**config.mk**
```make
export PLATFORM = sky130hd
export DESIGN_NAME = tmr_wdt_prescaler
export DESIGN_NICKNAME = d
export VERILOG_FILES = /design/src/rtl/tp_pkg.sv /design/src/rtl/tp_pin_sync.sv /design/src/rtl/tp_divider.sv /design/src/rtl/tp_wdt_base.sv /design/src/rtl/tmr_wdt_prescaler.sv
export SDC_FILE = /design/constraint.sdc
export NUM_CORES = 1
export LEC_CHECK = 0
export BUFFER_PORTS_ARGS = -buffer_cell sky130_fd_sc_hd__buf_2
export CAP_MARGIN = 20
export CORE_MARGIN = 3
export CORE_UTILIZATION = 33
export DETAILED_ROUTE_END_ITERATION = 10
export GPL_TIMING_DRIVEN = 0
export PLACE_DENSITY = 0.62
export SETUP_SLACK_MARGIN = 0.5
export SLEW_MARGIN = 20
export SYNTH_ARGS = -nofsm -noshare
export SYNTH_HDL_FRONTEND = slang
export SYNTH_SLANG_ARGS = --single-unit
export TNS_END_PERCENT = 100
```
**constraint.sdc**
```tcl
create_clock -name clk -period 5.2 [get_ports clk]
set_clock_uncertainty 0.1 [all_clocks]
set_input_delay 0.52 -clock clk [delete_from_list [all_inputs] [get_ports clk]]
set_output_delay 0.52 -clock clk [all_outputs]
set_load 0.03 [all_outputs]
```
**src/rtl/tp_pkg.sv**
```systemverilog
package tp_pkg;
   typedef enum logic {
      SEL_CTRL  = 1'b0,
      SEL_COUNT = 1'b1
   } tp_sel_e;

   // control byte bit positions, derived from the ratio field width
   function automatic int assign_bit(input int ratio_w);
      return ratio_w;
   endfunction
   function automatic int edge_bit(input int ratio_w);
      return ratio_w + 1;
   endfunction
   function automatic int src_bit(input int ratio_w);
      return ratio_w + 2;
   endfunction
   function automatic int ctrl_bits(input int ratio_w);
      return ratio_w + 3;
   endfunction
endpackage

```
**src/rtl/tp_pin_sync.sv**
```systemverilog
module tp_pin_sync #(
   parameter int STAGES = 2
) (
   input  logic clk,
   input  logic rst_n,
   input  logic pin,
   input  logic fall_sel,
   output logic edge_pulse
);
   generate
      if (STAGES < 2) begin : g_bad_stages
         $error("tp_pin_sync: STAGES must be at least 2");
      end
   endgenerate

   logic [STAGES-1:0] sr;
   logic              last;

   always_ff @(posedge clk or negedge rst_n) begin
      if (!rst_n) begin
         sr   <= '0;
         last <= 1'b0;
      end else begin
         sr   <= {sr[STAGES-2:0], pin};
         last <= sr[STAGES-1];
      end
   end

   // a change of the settled level whose new value matches the polarity
   assign edge_pulse = (sr[STAGES-1] != last) && (sr[STAGES-1] ^ fall_sel);
endmodule

```
**src/rtl/tp_divider.sv**
```systemverilog
module tp_divider #(
   parameter int PRE_W   = 8,
   parameter int RATIO_W = 3
) (
   input  logic               clk,
   input  logic               rst_n,
   input  logic               clr,
   input  logic               evt,
   input  logic [RATIO_W-1:0] ratio,
   input  logic               to_wdt,
   output logic               tap_out
);
   localparam int IDX_W = $clog2(PRE_W + 1);

   generate
      if (PRE_W < (1 << RATIO_W)) begin : g_bad_width
         $error("tp_divider: PRE_W too small for the ratio field");
      end
   endgenerate

   logic [PRE_W-1:0] cnt;
   logic [PRE_W:0]   full;
   logic [IDX_W-1:0] idx;

   assign full[0] = 1'b1;
   generate
      for (genvar k = 1; k <= PRE_W; k++) begin : g_tap
         assign full[k] = &cnt[k-1:0];
      end
   endgenerate

   // the timer sees one extra halving compared with the watchdog
   assign idx     = IDX_W'(ratio) + IDX_W'(!to_wdt);
   assign tap_out = evt && !clr && full[idx];

   always_ff @(posedge clk or negedge rst_n) begin
      if (!rst_n)   cnt <= '0;
      else if (clr) cnt <= '0;
      else if (evt) cnt <= cnt + 1'b1;
   end
endmodule

```
**src/rtl/tp_wdt_base.sv**
```systemverilog
module tp_wdt_base #(
   parameter int W = 8
) (
   input  logic clk,
   input  logic rst_n,
   input  logic tick,
   input  logic clr,
   output logic ovf
);
   generate
      if (W < 2) begin : g_bad_w
         $error("tp_wdt_base: W must be at least 2");
      end
   endgenerate

   logic [W-1:0] cnt;

   assign ovf = tick && !clr && (&cnt);

   always_ff @(posedge clk or negedge rst_n) begin
      if (!rst_n)    cnt <= '0;
      else if (clr)  cnt <= '0;
      else if (tick) cnt <= cnt + 1'b1;
   end
endmodule

```
**src/rtl/tmr_wdt_prescaler.sv**
```systemverilog
module tmr_wdt_prescaler
   import tp_pkg::*;
#(
   parameter int DATA_W      = 8,
   parameter int PRE_W       = 8,
   parameter int RATIO_W     = 3,
   parameter int WDT_W       = 8,
   parameter int SYNC_STAGES = 2
) (
   input  logic              clk,
   input  logic              rst_n,
   input  logic              tick_en,
   input  logic              ext_pin,
   input  logic              wr_en,
   input  logic              wr_sel,
   input  logic [DATA_W-1:0] wr_data,
   input  logic              tov_clr,
   input  logic              wdt_en,
   input  logic              wdt_clr,
   output logic [DATA_W-1:0] ctrl_out,
   output logic [DATA_W-1:0] count_out,
   output logic              tov_flag,
   output logic              wdt_timeout
);
   localparam int CB     = ctrl_bits(RATIO_W);
   localparam int B_ASGN = assign_bit(RATIO_W);
   localparam int B_EDGE = edge_bit(RATIO_W);
   localparam int B_SRC  = src_bit(RATIO_W);

   generate
      if (CB >= DATA_W) begin : g_bad_bus
         $error("tmr_wdt_prescaler: control byte does not fit the bus");
      end
   endgenerate

   logic [CB-1:0]     ctrl_r;
   logic [DATA_W-1:0] count_r;
   logic              flag_r, to_r;
   logic              wr_ctrl, wr_tmr;
   logic              pin_evt, tmr_evt, wdt_ovf;
   logic              presc_in, presc_clr, presc_tap;
   logic              tmr_inc, wdt_evt, to_wdt;

   assign wr_ctrl = wr_en && (wr_sel == SEL_CTRL);
   assign wr_tmr  = wr_en && (wr_sel == SEL_COUNT);
   assign to_wdt  = ctrl_r[B_ASGN];

   tp_pin_sync #(.STAGES(SYNC_STAGES)) u_sync (
      .clk       (clk),
      .rst_n     (rst_n),
      .pin       (ext_pin),
      .fall_sel  (ctrl_r[B_EDGE]),
      .edge_pulse(pin_evt)
   );

   tp_wdt_base #(.W(WDT_W)) u_wdt (
      .clk  (clk),
      .rst_n(rst_n),
      .tick (tick_en),
      .clr  (wdt_clr),
      .ovf  (wdt_ovf)
   );

   assign tmr_evt   = ctrl_r[B_SRC] ? pin_evt : tick_en;
   assign presc_in  = to_wdt ? wdt_ovf : tmr_evt;
   assign presc_clr = wr_tmr || (wdt_clr && to_wdt);

   tp_divider #(.PRE_W(PRE_W), .RATIO_W(RATIO_W)) u_div (
      .clk    (clk),
      .rst_n  (rst_n),
      .clr    (presc_clr),
      .evt    (presc_in),
      .ratio  (ctrl_r[RATIO_W-1:0]),
      .to_wdt (to_wdt),
      .tap_out(presc_tap)
   );

   assign tmr_inc = !wr_tmr && (to_wdt ? tmr_evt : presc_tap);
   assign wdt_evt = to_wdt ? presc_tap : wdt_ovf;

   always_ff @(posedge clk or negedge rst_n) begin
      if (!rst_n) begin
         ctrl_r  <= '0;
         count_r <= '0;
         flag_r  <= 1'b0;
         to_r    <= 1'b0;
      end else begin
         if (wr_ctrl) ctrl_r <= wr_data[CB-1:0];
         if (wr_tmr)       count_r <= wr_data;
         else if (tmr_inc) count_r <= count_r + 1'b1;
         if (tmr_inc && (&count_r)) flag_r <= 1'b1;
         else if (tov_clr)          flag_r <= 1'b0;
         to_r <= wdt_evt && wdt_en;
      end
   end

   assign ctrl_out    = DATA_W'(ctrl_r);
   assign count_out   = count_r;
   assign tov_flag    = flag_r;
   assign wdt_timeout = to_r;
endmodule

```
==> results of run 1 <==
## cell families (layout without fill, tap and decap cells)
family	Yosys count	in the layout	share of synthesized area
AND/OR/NAND/NOR	77	77	0.212
multiplexers	14	14	0.0800
XOR/XNOR	12	12	0.0565
AO/OA/AOI/OAI	26	26	0.101
adder cells (fa/ha/maj)	7	7	0.0470
buffers and inverters	11	49	0.0309
flip-flops	35	35	0.470
other	1	2	0.00201
## through the flow
stage,instance area (um2),worst slack (ns),std cells,hold slack (ns),power [W]
after global placement,2100,2.34,284,0.236,0.000613
after floorplan,1870,2.52,184,0.124,0.000540
final,2220,2.24,292,0.198,0.000860
after CTS,2220,2.26,292,0.223,0.000866
after global routing,2220,2.00,292,0.217,0.000917
after detailed placement,2100,2.28,284,0.237,0.000619
## area by class of cell
class / count / area, um2 / area share
clock buffers: 5 / 68.8 / 0.0311
multi-input cells: 138 / 932 / 0.421
repair buffers: 30 / 150 / 0.0678
well taps: 70 / 87.6 / 0.0395
inverters: 3 / 11.3 / 0.00508
clock inverters: 3 / 43.8 / 0.0198
plain buffers: 8 / 46.3 / 0.0209
flip-flops and latches: 35 / 876 / 0.395
## flip-flops by register name, summed over array words and instances (netlist names)
name	flops
u_sync.last	1
u_wdt.cnt	8
count_out	8
u_sync.sr	2
u_div.cnt	8
ctrl_r	6
wdt_timeout	1
tov_flag	1
## placed cells by master, fill, tap and decap left out, types with 2 or more instances in the layout
cell type / n
sky130_fd_sc_hd__nor4_1: 2
sky130_fd_sc_hd__nand3_1: 10
sky130_fd_sc_hd__clkbuf_1: 3
sky130_fd_sc_hd__or3_1: 4
sky130_fd_sc_hd__buf_2: 31
sky130_fd_sc_hd__nor2_1: 25
sky130_fd_sc_hd__clkbuf_8: 5
sky130_fd_sc_hd__ha_1: 7
sky130_fd_sc_hd__o31ai_1: 3
sky130_fd_sc_hd__a31oi_1: 5
sky130_fd_sc_hd__and3_1: 4
sky130_fd_sc_hd__mux2i_1: 7
sky130_fd_sc_hd__mux2_2: 7
sky130_fd_sc_hd__buf_4: 4
sky130_fd_sc_hd__nand2_1: 14
sky130_fd_sc_hd__nand2b_1: 3
sky130_fd_sc_hd__xor2_1: 9
sky130_fd_sc_hd__conb_1: 2
sky130_fd_sc_hd__dfrtp_1: 35
sky130_fd_sc_hd__or4_1: 2
sky130_fd_sc_hd__a21oi_1: 4
sky130_fd_sc_hd__o21ai_0: 7
sky130_fd_sc_hd__nand4_1: 2
sky130_fd_sc_hd__inv_1: 3
sky130_fd_sc_hd__xnor2_1: 3
## per-layer routing
layer,vias to the layer above,part of all wire,GRT usage
met3,4,0.050,0.0322
met5,-,0,0
met2,30,0.42,0.175
met4,0,0.0096,0.0405
met1,679,0.52,0.187
li1,721,-,-
## power by group
group          leakage (nW)  switching [W]  total (W)  internal (W)
sequential            0.443      0.0000411   0.000348      0.000307
clock                0.0581       0.000105   0.000247      0.000143
combinational         0.534       0.000167   0.000264     0.0000967
total                  1.03       0.000313   0.000860      0.000547
## worst max-delay path by stage
stage	from	to	slack [ns]	depth (start not counted)
final	ctrl_r[3]$_DFFE_PN0P_	count_out[5]$_DFFE_PN0P_	2.24	10
after global routing	ctrl_r[3]$_DFFE_PN0P_	count_out[5]$_DFFE_PN0P_	2.00	10
after CTS	ctrl_r[3]$_DFFE_PN0P_	count_out[5]$_DFFE_PN0P_	2.26	10
after detailed placement	ctrl_r[3]$_DFFE_PN0P_	count_out[5]$_DFFE_PN0P_	2.28	10
after global placement	ctrl_r[3]$_DFFE_PN0P_	count_out[5]$_DFFE_PN0P_	2.34	10
after floorplan	ctrl_r[0]$_DFFE_PN0P_	count_out[5]$_DFFE_PN0P_	2.52	9
## critical path, stage by stage, from the launching register on
cell	delay, ns
sky130_fd_sc_hd__dfrtp_1	0.49
sky130_fd_sc_hd__inv_1	0.13
sky130_fd_sc_hd__ha_1	0.22
sky130_fd_sc_hd__ha_1	0.33
sky130_fd_sc_hd__nor4bb_1	0.31
sky130_fd_sc_hd__nand2_1	0.08
sky130_fd_sc_hd__o21bai_1	0.18
sky130_fd_sc_hd__and4_1	0.23
sky130_fd_sc_hd__a32oi_2	0.13
sky130_fd_sc_hd__or4_1	0.51
sky130_fd_sc_hd__a31oi_1	0.18
==> run summary, run 1 <==
The run finished with clean final reports. The cell area after technology mapping came out at roughly 1900 um2. For this run, the share of the core covered by cells in the final layout is 0.420. In the post-synthesis netlist, the cell with the most instances is sky130_fd_sc_hd__dfrtp_1.

The capture point of the worst reg-to-reg path is count_out[5]$_DFFE_PN0P_. The required time at the endpoint of the critical path is about 5.3 ns. The setup TNS came out at 0 ns. In the synthesized netlist, the cells that appear most often are sky130_fd_sc_hd__dfrtp_1, sky130_fd_sc_hd__nor2_1, sky130_fd_sc_hd__nand2_1.

STA classifies the critical path startpoint as a register. The number of global-route vias before repair came out at 1360. The share of the Yosys chip area taken by registers is 0.470. The cell chosen for the clock root is sky130_fd_sc_hd__clkbuf_8.

The number of iterations in the first detailed-routing pass came out at 4. After floorplanning, the core was divided into 26 placement rows. The worst hold path belongs to the class in -> async. The total clock buffers created by CTS is 5. In this run the count of I/O pins placed on the die edge is 35.

The largest net degree at the start of global routing is 36. The global-route congestion overflow total is 0. The average cell area after synthesis is between 10 and 15 um2. The share of synthesized area in the top cell type comes to 0.470. In the routed design, unresolved DRC markers number 0.

The count of synthesis-stage warnings from yosys is 0. The top fanout value on the critical path is 9. TritonCTS built the clock tree. The initial standard-cell utilization of the core is 0.353. The slew at the pin with the worst max-slew slack is 0.746 ns. The layout cell share with drive strength beyond 1 came out at 0.261. Summed over all nets, the half-perimeter wirelength after detailed placement is between 2 and 3 mm.

Across the run, the number of max-cap violations was 0. The clock slew at the register clock pins of the worst setup and hold paths is about 0.08 ns. The post-CTS setup buffer count came out at 0. The final wirelength is roughly 3.8 mm.

The number of I/O port buffers is 30. The remaining antenna violation count after routing is 0. Across all register-to-register paths, the minimum setup slack is between 2 and 2.5 ns. The number of gates resized after cts is 0. The global router's overall resource usage came out at 0.125.

The number of antenna diodes is 0. Synthesis instantiated 42 different standard cells from the library. Setup violations remaining at the end of the flow were counted as 0. The latest clock arrival within the worst-skew pair came out at ~0.29 ns. The area of the placeable core is around 5300 um2.

In this run the critical register-to-register path is launched from ctrl_r[3]$_DFFE_PN0P_. The number of endpoints with negative hold slack in the final report was 0. The full die area came out at ~6600 um2. The height of the die came out at roughly 81 um.

The hold buffer count at cts is 0. The layout-stage area growth over the synthesis result came out at 19.0%. The type of element capturing the critical path is a register.

The number of enable flip-flop cells after synthesis is 0. The upper clock frequency limit is 338 MHz. The TritonCTS sink count is 35. The number of cells on the worst reg-to-reg path came out at 10. The layout has 537 filler cells. The relative slew slack came out at 0.489.

The number of DRC violations after detailed-routing iteration 0 came out at 61. By area the synthesized netlist is led by sky130_fd_sc_hd__dfrtp_1, sky130_fd_sc_hd__nor2_1, sky130_fd_sc_hd__ha_1. The H-tree generated during clock tree synthesis spans 2 levels. The static leakage power is a little over 1 nW. In this run, synthesis produced a sequential element count of 35. The maximum vdd ir drop is approximately 0.28 mV.

The number of instances in the synthesized netlist came out at ~180. The post-synthesis cell type with the largest combined area is sky130_fd_sc_hd__dfrtp_1. The number of nets in the finished design came out at 245.

The shortest clock period the worst path allows after layout came out at between 2 and 3 ns. The post-detailed-route via-to-cell ratio came out at approximately 5. The maximum count of clock buffers along a single path came out at 2.

The number of max-slew violations in the final report is 0. The first global-routing pass estimated 6.40 mm of wire. Data arrives at the worst endpoint at between 3 and 4 ns. The most used flip-flop cell after synthesis is sky130_fd_sc_hd__dfrtp_1. The initial antenna violation count is 0. The cell area power density is a little under 400 nW/um2.

The fraction of registers with async set or reset after synthesis came out at 1.00. In the finished design, the share of the clock period the worst path needs comes to 0.570. The via count is roughly 1400.

The floorplan step set the die width to between 80 and 90 um. Dividing the detail-routed wire length by the instance count gives around 13 um. The startpoint-to-endpoint class of the critical path is reg -> reg. Setup repair after global routing left no endpoint under its margin.

At the end of routability-driven placement, the weighted congestion stood at roughly 0.77.
Note: power is estimated with default switching activity, not from simulation.
==> run 2, diff against run 1 <==
==> constraint.sdc (replaced) <==
create_clock -name clk -period 3 [get_ports clk]
set_clock_uncertainty 0.1 [all_clocks]
set_input_delay 0.3 -clock clk [delete_from_list [all_inputs] [get_ports clk]]
set_output_delay 0.3 -clock clk [all_outputs]
set_load 0.03 [all_outputs]
==> run summary, run 2 (same netlist as run 1, synthesis figures left out) <==
The most critical setup path has its startpoint at ctrl_r[3]$_DFFE_PN0P_. The final wirelength came out at approximately 4.3 mm. The initial antenna violation count is 0. Dividing the detail-routed via count by the number of cells gives about 5.1. The worst slack after detailed placement came out at ~0.24 ns.

The final worst-path cycle share came out at 0.834. The worst hold path belongs to the class in -> async. The width of the chip came out at 81.1 um. Leaving out fill and tap cells, the most frequent cells in the layout are sky130_fd_sc_hd__dfrtp_1, sky130_fd_sc_hd__buf_2, sky130_fd_sc_hd__nor2_1. The CTS tree is yes.

The die covers roughly 6600 um2. Data arrives at the worst endpoint at 2.61 ns. The kind of start point of the critical path is a register. The library cell used most frequently in the layout, excluding fill and tap cells, is sky130_fd_sc_hd__dfrtp_1.

The slew at the pin with the worst max-slew slack came out at 0.787 ns. The layout cell share with drive strength beyond 1 is 0.374. The number of endpoints with negative hold slack in the final report is 19. The static leakage power came out at about 1.1 nW.

The clock tree synthesis step divided the H-tree into 2 levels. The number of I/O port buffers is 30. The area of the multi-input gates is 1060 um2. The run finished, with violations left. The later pin in the worst-skew pair is clocked with a latency of 0.29 ns.

The detailed-placement wirelength estimate is about 2.7 mm. The maximum count of clock buffers along a single path came out at 2. The global router's overall resource usage came out at 0.136. The post-route cell area is between 2000 and 2500 um2. The number of max-slew violations in the final report came out at 0. The routability-driven placement congestion ratio is 0.776. The post-place instance area is around 2100 um2. The final cell count without fillers is slightly above 300. Subtracting the final worst setup slack from the clock period gives approximately 2.5 ns. The global-route congestion overflow total came out at 0. The tree built by TritonCTS fans out to 35 sinks.

Entering global routing, the biggest net connects 36 pins. The setup TNS is 0 ns. The tree is rooted in a sky130_fd_sc_hd__clkbuf_8.

The sequential cells in the finished layout cover a total of ~880 um2. For this run, the post-layout net count is roughly 260. The number of DRC violations after detailed routing came out at 0. Clock-pin slew was measured on the worst setup and hold paths at roughly 0.080 ns. The least setup slack across all paths after layout is 0.497 ns. The tool flagged a number of max-cap violations equal to 0.

The critical path is of the reg -> reg type. Setup repair after global routing could not meet its margin everywhere. The number of iterations in the first detailed-routing pass came out at 4. STA classifies the critical path endpoint as a register. The number of global-route vias before repair is approximately 1500. The final reports fail on hold timing. The worst hold-check slack came out at -0.0186 ns.

The maximum vdd ir drop came out at between 0.3 and 0.4 mV. The required time at the endpoint of the critical path came out at about 3.1 ns. The startpoint identified for the worst register-to-register timing path is ctrl_r[3]$_DFFE_PN0P_. Setup violations remaining at the end of the flow were counted as 0. In this run the vertical extent of the chip is around 81 um. The floorplan row count is 26. The relative slew slack came out at 0.475. The total clock buffers created by CTS is 5. Counting the fill cells in the layout gives around 510. For this run, the top clock speed supported by timing is 400 MHz. The cell area power density came out at 629 nW/um2. The post-placement cell count is ~280.

Detailed routing inserted a total of 1574 vias. The number of antenna diodes came out at 0. The initial standard-cell utilization of the core came out at 0.353.

From synthesis to final layout, the design area changed by 31.2%. The number of DRC violations after detailed-routing iteration 0 is 84. For this design the top-level I/O count stands at 35.

Dividing the detail-routed wire length by the instance count gives around 14 um. The first-pass GRT wire length came out at roughly 7.0 mm. Of all nets on the critical path, the largest fanout is 6. The area of the placeable core came out at 5270 um2.

The remaining antenna violation count after routing is 0.
-- run 2: repair_timing --
action / 4_1_cts / 5_1_grt
pin swaps: 15 / 12
buffers inserted: 13 / 2
resized for setup: 11 / 13
cloned: 1 / 0
setup endpoints to repair: 9 / 14
hold buffers: 0 / 0
-- run 2: final cells by class --
| cell class | count | share of cell area |
|---|---|---|
| inverters | 3 | 0.00564 |
| clock buffers | 6 | 0.0297 |
| flip-flops and latches | 35 | 0.360 |
| plain buffers | 8 | 0.0190 |
| multi-input cells | 139 | 0.436 |
| well taps | 70 | 0.0359 |
| repair buffers | 45 | 0.109 |
| clock inverters | 2 | 0.00512 |
-- run 2: worst paths after layout --
check                                            to  slack (ns)  cells past startpoint
setup / recovery           count_out[2]$_DFFE_PN0P_        0.50                     11
hold / removal               u_sync.sr[0]$_DFF_PN0_       -0.02                      1
setup reg to reg           count_out[2]$_DFFE_PN0P_        0.50                     11
hold reg to reg              u_sync.sr[1]$_DFF_PN0_        0.27                      0
max in group asynchronous     ctrl_r[0]$_DFFE_PN0P_        2.26                      1
min in group clk             u_sync.sr[0]$_DFF_PN0_        0.01                      1
-- run 2: metrics by stage --
step | power [W] | util
final | 0.00154 | 0.463
after global routing | 0.00163 | 0.463
after CTS | 0.00150 | 0.451
after detailed placement | 0.00108 | 0.404
after global placement | 0.00108 | 0.404
after floorplan | 0.000950 | -
-- run 2: per-layer routing --
metal / GRT usage / routed length (um)
met5: 0 / 0
met4: 0.0321 / 43
met3: 0.0377 / 244
met2: 0.214 / 2030
met1: 0.186 / 1970
-- run 2: critical path: stages (launching register included) --
cell and delay (ns):
sky130_fd_sc_hd__dfrtp_2 0.43, sky130_fd_sc_hd__inv_4 0.07, sky130_fd_sc_hd__ha_4 0.13, sky130_fd_sc_hd__ha_4 0.21, sky130_fd_sc_hd__nor4bb_4 0.27, sky130_fd_sc_hd__nand2_1 0.10
sky130_fd_sc_hd__o21bai_2 0.19, sky130_fd_sc_hd__and3_4 0.21, sky130_fd_sc_hd__a22oi_2 0.06, sky130_fd_sc_hd__buf_6 0.15, sky130_fd_sc_hd__or3_1 0.34, sky130_fd_sc_hd__a31oi_1 0.17
-- run 2: power by group --
group	switching (W)	leakage, nW	total (W)	internal (W)
logic	0.000342	0.612	0.000589	0.000246
clock network	0.000178	0.0412	0.000341	0.000162
registers	0.0000726	0.441	0.000606	0.000533
total	0.000593	1.09	0.00154	0.000942
==> run 3, diff against run 2 <==
==> constraint.sdc (replaced) <==
create_clock -name clk -period 2.6 [get_ports clk]
set_clock_uncertainty 0.1 [all_clocks]
set_input_delay 0.26 -clock clk [delete_from_list [all_inputs] [get_ports clk]]
set_output_delay 0.26 -clock clk [all_outputs]
set_load 0.03 [all_outputs]
==> run summary, run 3 (same netlist as run 1, synthesis figures left out) <==
The upper clock frequency limit is 391 MHz. The min-delay analysis places its worst path in the category in -> reg. For this run, design rule violations remaining after detail routing come to 0. The die is ~81 um tall. The maximum vdd ir drop is roughly 0.26 mV. The cell area power density came out at 714 nW/um2. The run finished with clean final reports. The number of nets in the finished design is between 200 and 300. The full die area came out at 6580 um2.

In this run the count of I/O pins placed on the die edge is 35. STA classifies the critical path startpoint as a register. The total overflow left after global routing is 0. The first-pass GRT wire length is approximately 6.9 mm.

From synthesis to final layout, the design area changed by 33.5%. The cell chosen for the clock root is sky130_fd_sc_hd__clkbuf_8. The detailed-placement wirelength estimate is between 2 and 3 mm. The number of endpoints with negative hold slack in the final report came out at 0.

The final cell count without fillers is approximately 310. The detail route stage leaves a number of antenna-violating nets equal to 0. The post-placement cell count is between 200 and 300. The final route contains between 1500 and 2000 vias. The number of DRC violations after detailed-routing iteration 0 came out at 73. The number of H-tree levels came out at 2.

The static leakage power came out at ~1.1 nW. The critical path is of the reg -> reg type. The initial antenna violation count is 0. The top fanout value on the critical path is 6.

Dividing the detail-routed via count by the number of cells gives about 4.9. For this configuration, the core starts out at a cell density of 0.353. The number of max-capacitance violations reported came out at 0. In the layout the commonest cells are sky130_fd_sc_hd__dfrtp_1, sky130_fd_sc_hd__buf_2, sky130_fd_sc_hd__nor2_1. Entering global routing, the biggest net connects 36 pins. In the final timing run, aggregate negative setup slack is 0 ns. The shortest clock period the worst path allows after layout came out at between 2 and 3 ns.

For this design, the sink count on the clock tree is 35. At the pin with the least slew margin, the transition time is just under 0.8 ns. The floorplan row count came out at 26. The required time at the endpoint of the critical path is about 2.7 ns.

The worst hold-check slack came out at approximately 0.11 ns. Dividing the final minimum period by the clock period gives 0.984. After detailed routing, the average wire length per cell comes to between 10 and 15 um. The relative slew slack came out at 0.483.

Setup violations remaining at the end of the flow were counted as 0. After clock tree synthesis, the clock-pin slew on the worst setup and hold paths is roughly 0.070 ns. The number of max-slew violations in the final report is 0. Setup repair after global routing could not meet its margin everywhere. The number of global-route vias before repair is 1525. The maximum count of clock buffers along a single path came out at 2. From left edge to right edge, the die measures between 80 and 90 um.

The global router's overall resource usage is 0.134. TritonCTS built the clock tree. The number of iterations in the first detailed-routing pass came out at 4. STA classifies the critical path endpoint as a register. The routability-driven placement congestion ratio is around 0.74. The final wirelength is around 4.2 mm. The layout cell share with drive strength beyond 1 came out at 0.372. The most common library cell in the layout ignoring fill and taps is sky130_fd_sc_hd__dfrtp_1. The number of antenna diodes is 0. The area of the placeable core is around 5300 um2. The overall power came out at approximately 0.0018 W.

The latest clock arrival within the worst-skew pair is roughly 0.28 ns. The arrival time of data at the critical path endpoint came out at around 2.6 ns. The total clock buffers created by CTS came out at 5. The count of buffers added on input and output ports is 30. The final-layout fill cell count is between 500 and 600.
run 3: metal layers:
layer  track usage  up-vias  wire length, um
li1              -      767                -
met1         0.184      734             2040
met2         0.207       31             2000
met3        0.0299        6              182
met4        0.0490        0               30
met5             0        -                0
run 3: stage by stage:
stage | area [um2] | worst slack, ns | util
6_report | 2490 | 0.0404 | 0.472
5_1_grt | 2490 | -0.0508 | 0.472
4_1_cts | 2370 | 0.0984 | 0.450
3_5_place_dp | 2170 | -0.0360 | 0.411
3_3_place_gp | 2170 | 0.0270 | 0.411
2_1_floorplan | 1930 | 0.157 | -
run 3: power by group:
group / internal, W / leakage (nW) / total (W) / switching, W
clock network: 0.000214 / 0.0482 / 0.000400 / 0.000186
logic: 0.000283 / 0.629 / 0.000676 / 0.000393
registers: 0.000616 / 0.441 / 0.000700 / 0.0000845
run 3: final cells by class:
type                    instances  area, um2  share of cell area
flip-flops and latches         35        878               0.353
repair buffers                 49        302               0.121
inverters                       3       13.8             0.00554
clock inverters                 1       5.00             0.00201
multi-input cells             139       1070               0.429
clock buffers                   7       86.3              0.0347
well taps                      70       87.6              0.0352
plain buffers                   8       46.3              0.0186
run 3: critical path: stages (launching register included):
cell,delay [ns]
sky130_fd_sc_hd__dfrtp_1,0.39
sky130_fd_sc_hd__ha_2,0.20
sky130_fd_sc_hd__and3_4,0.19
sky130_fd_sc_hd__ha_4,0.14
sky130_fd_sc_hd__mux2_4,0.24
sky130_fd_sc_hd__and3b_1,0.17
sky130_fd_sc_hd__or3_4,0.38
sky130_fd_sc_hd__a22oi_2,0.18
sky130_fd_sc_hd__buf_6,0.15
sky130_fd_sc_hd__mux2i_1,0.22
sky130_fd_sc_hd__o21ai_1,0.07
run 3: worst paths after layout:
kind                            slack [ns]                       end                     start  cells past startpoint
worst min-delay path                  0.11  count_out[1]$_DFFE_PN0P_                wr_data[1]                      3
worst min register to register        0.26    u_sync.sr[1]$_DFF_PN0_    u_sync.sr[0]$_DFF_PN0_                      0
worst max register to register        0.04  count_out[1]$_DFFE_PN0P_  u_div.cnt[0]$_DFFE_PN0P_                     10
worst max-delay path                  0.04  count_out[1]$_DFFE_PN0P_  u_div.cnt[0]$_DFFE_PN0P_                     10
max in group asynchronous             1.37     ctrl_r[0]$_DFFE_PN0P_                     rst_n                      2
min in group asynchronous             0.49  u_wdt.cnt[2]$_DFFE_PN0P_                     rst_n                      2
run 3: what timing repair did:
action                                  in CTS  in global routing
gates resized for setup                      3                 11
pin swaps                                    7                  7
hold endpoints to repair                    36                  0
hold buffers                                 2                  0
gates cloned                                 1                  0
endpoints found under the setup margin      14                 18
buffers inserted                             9                  8
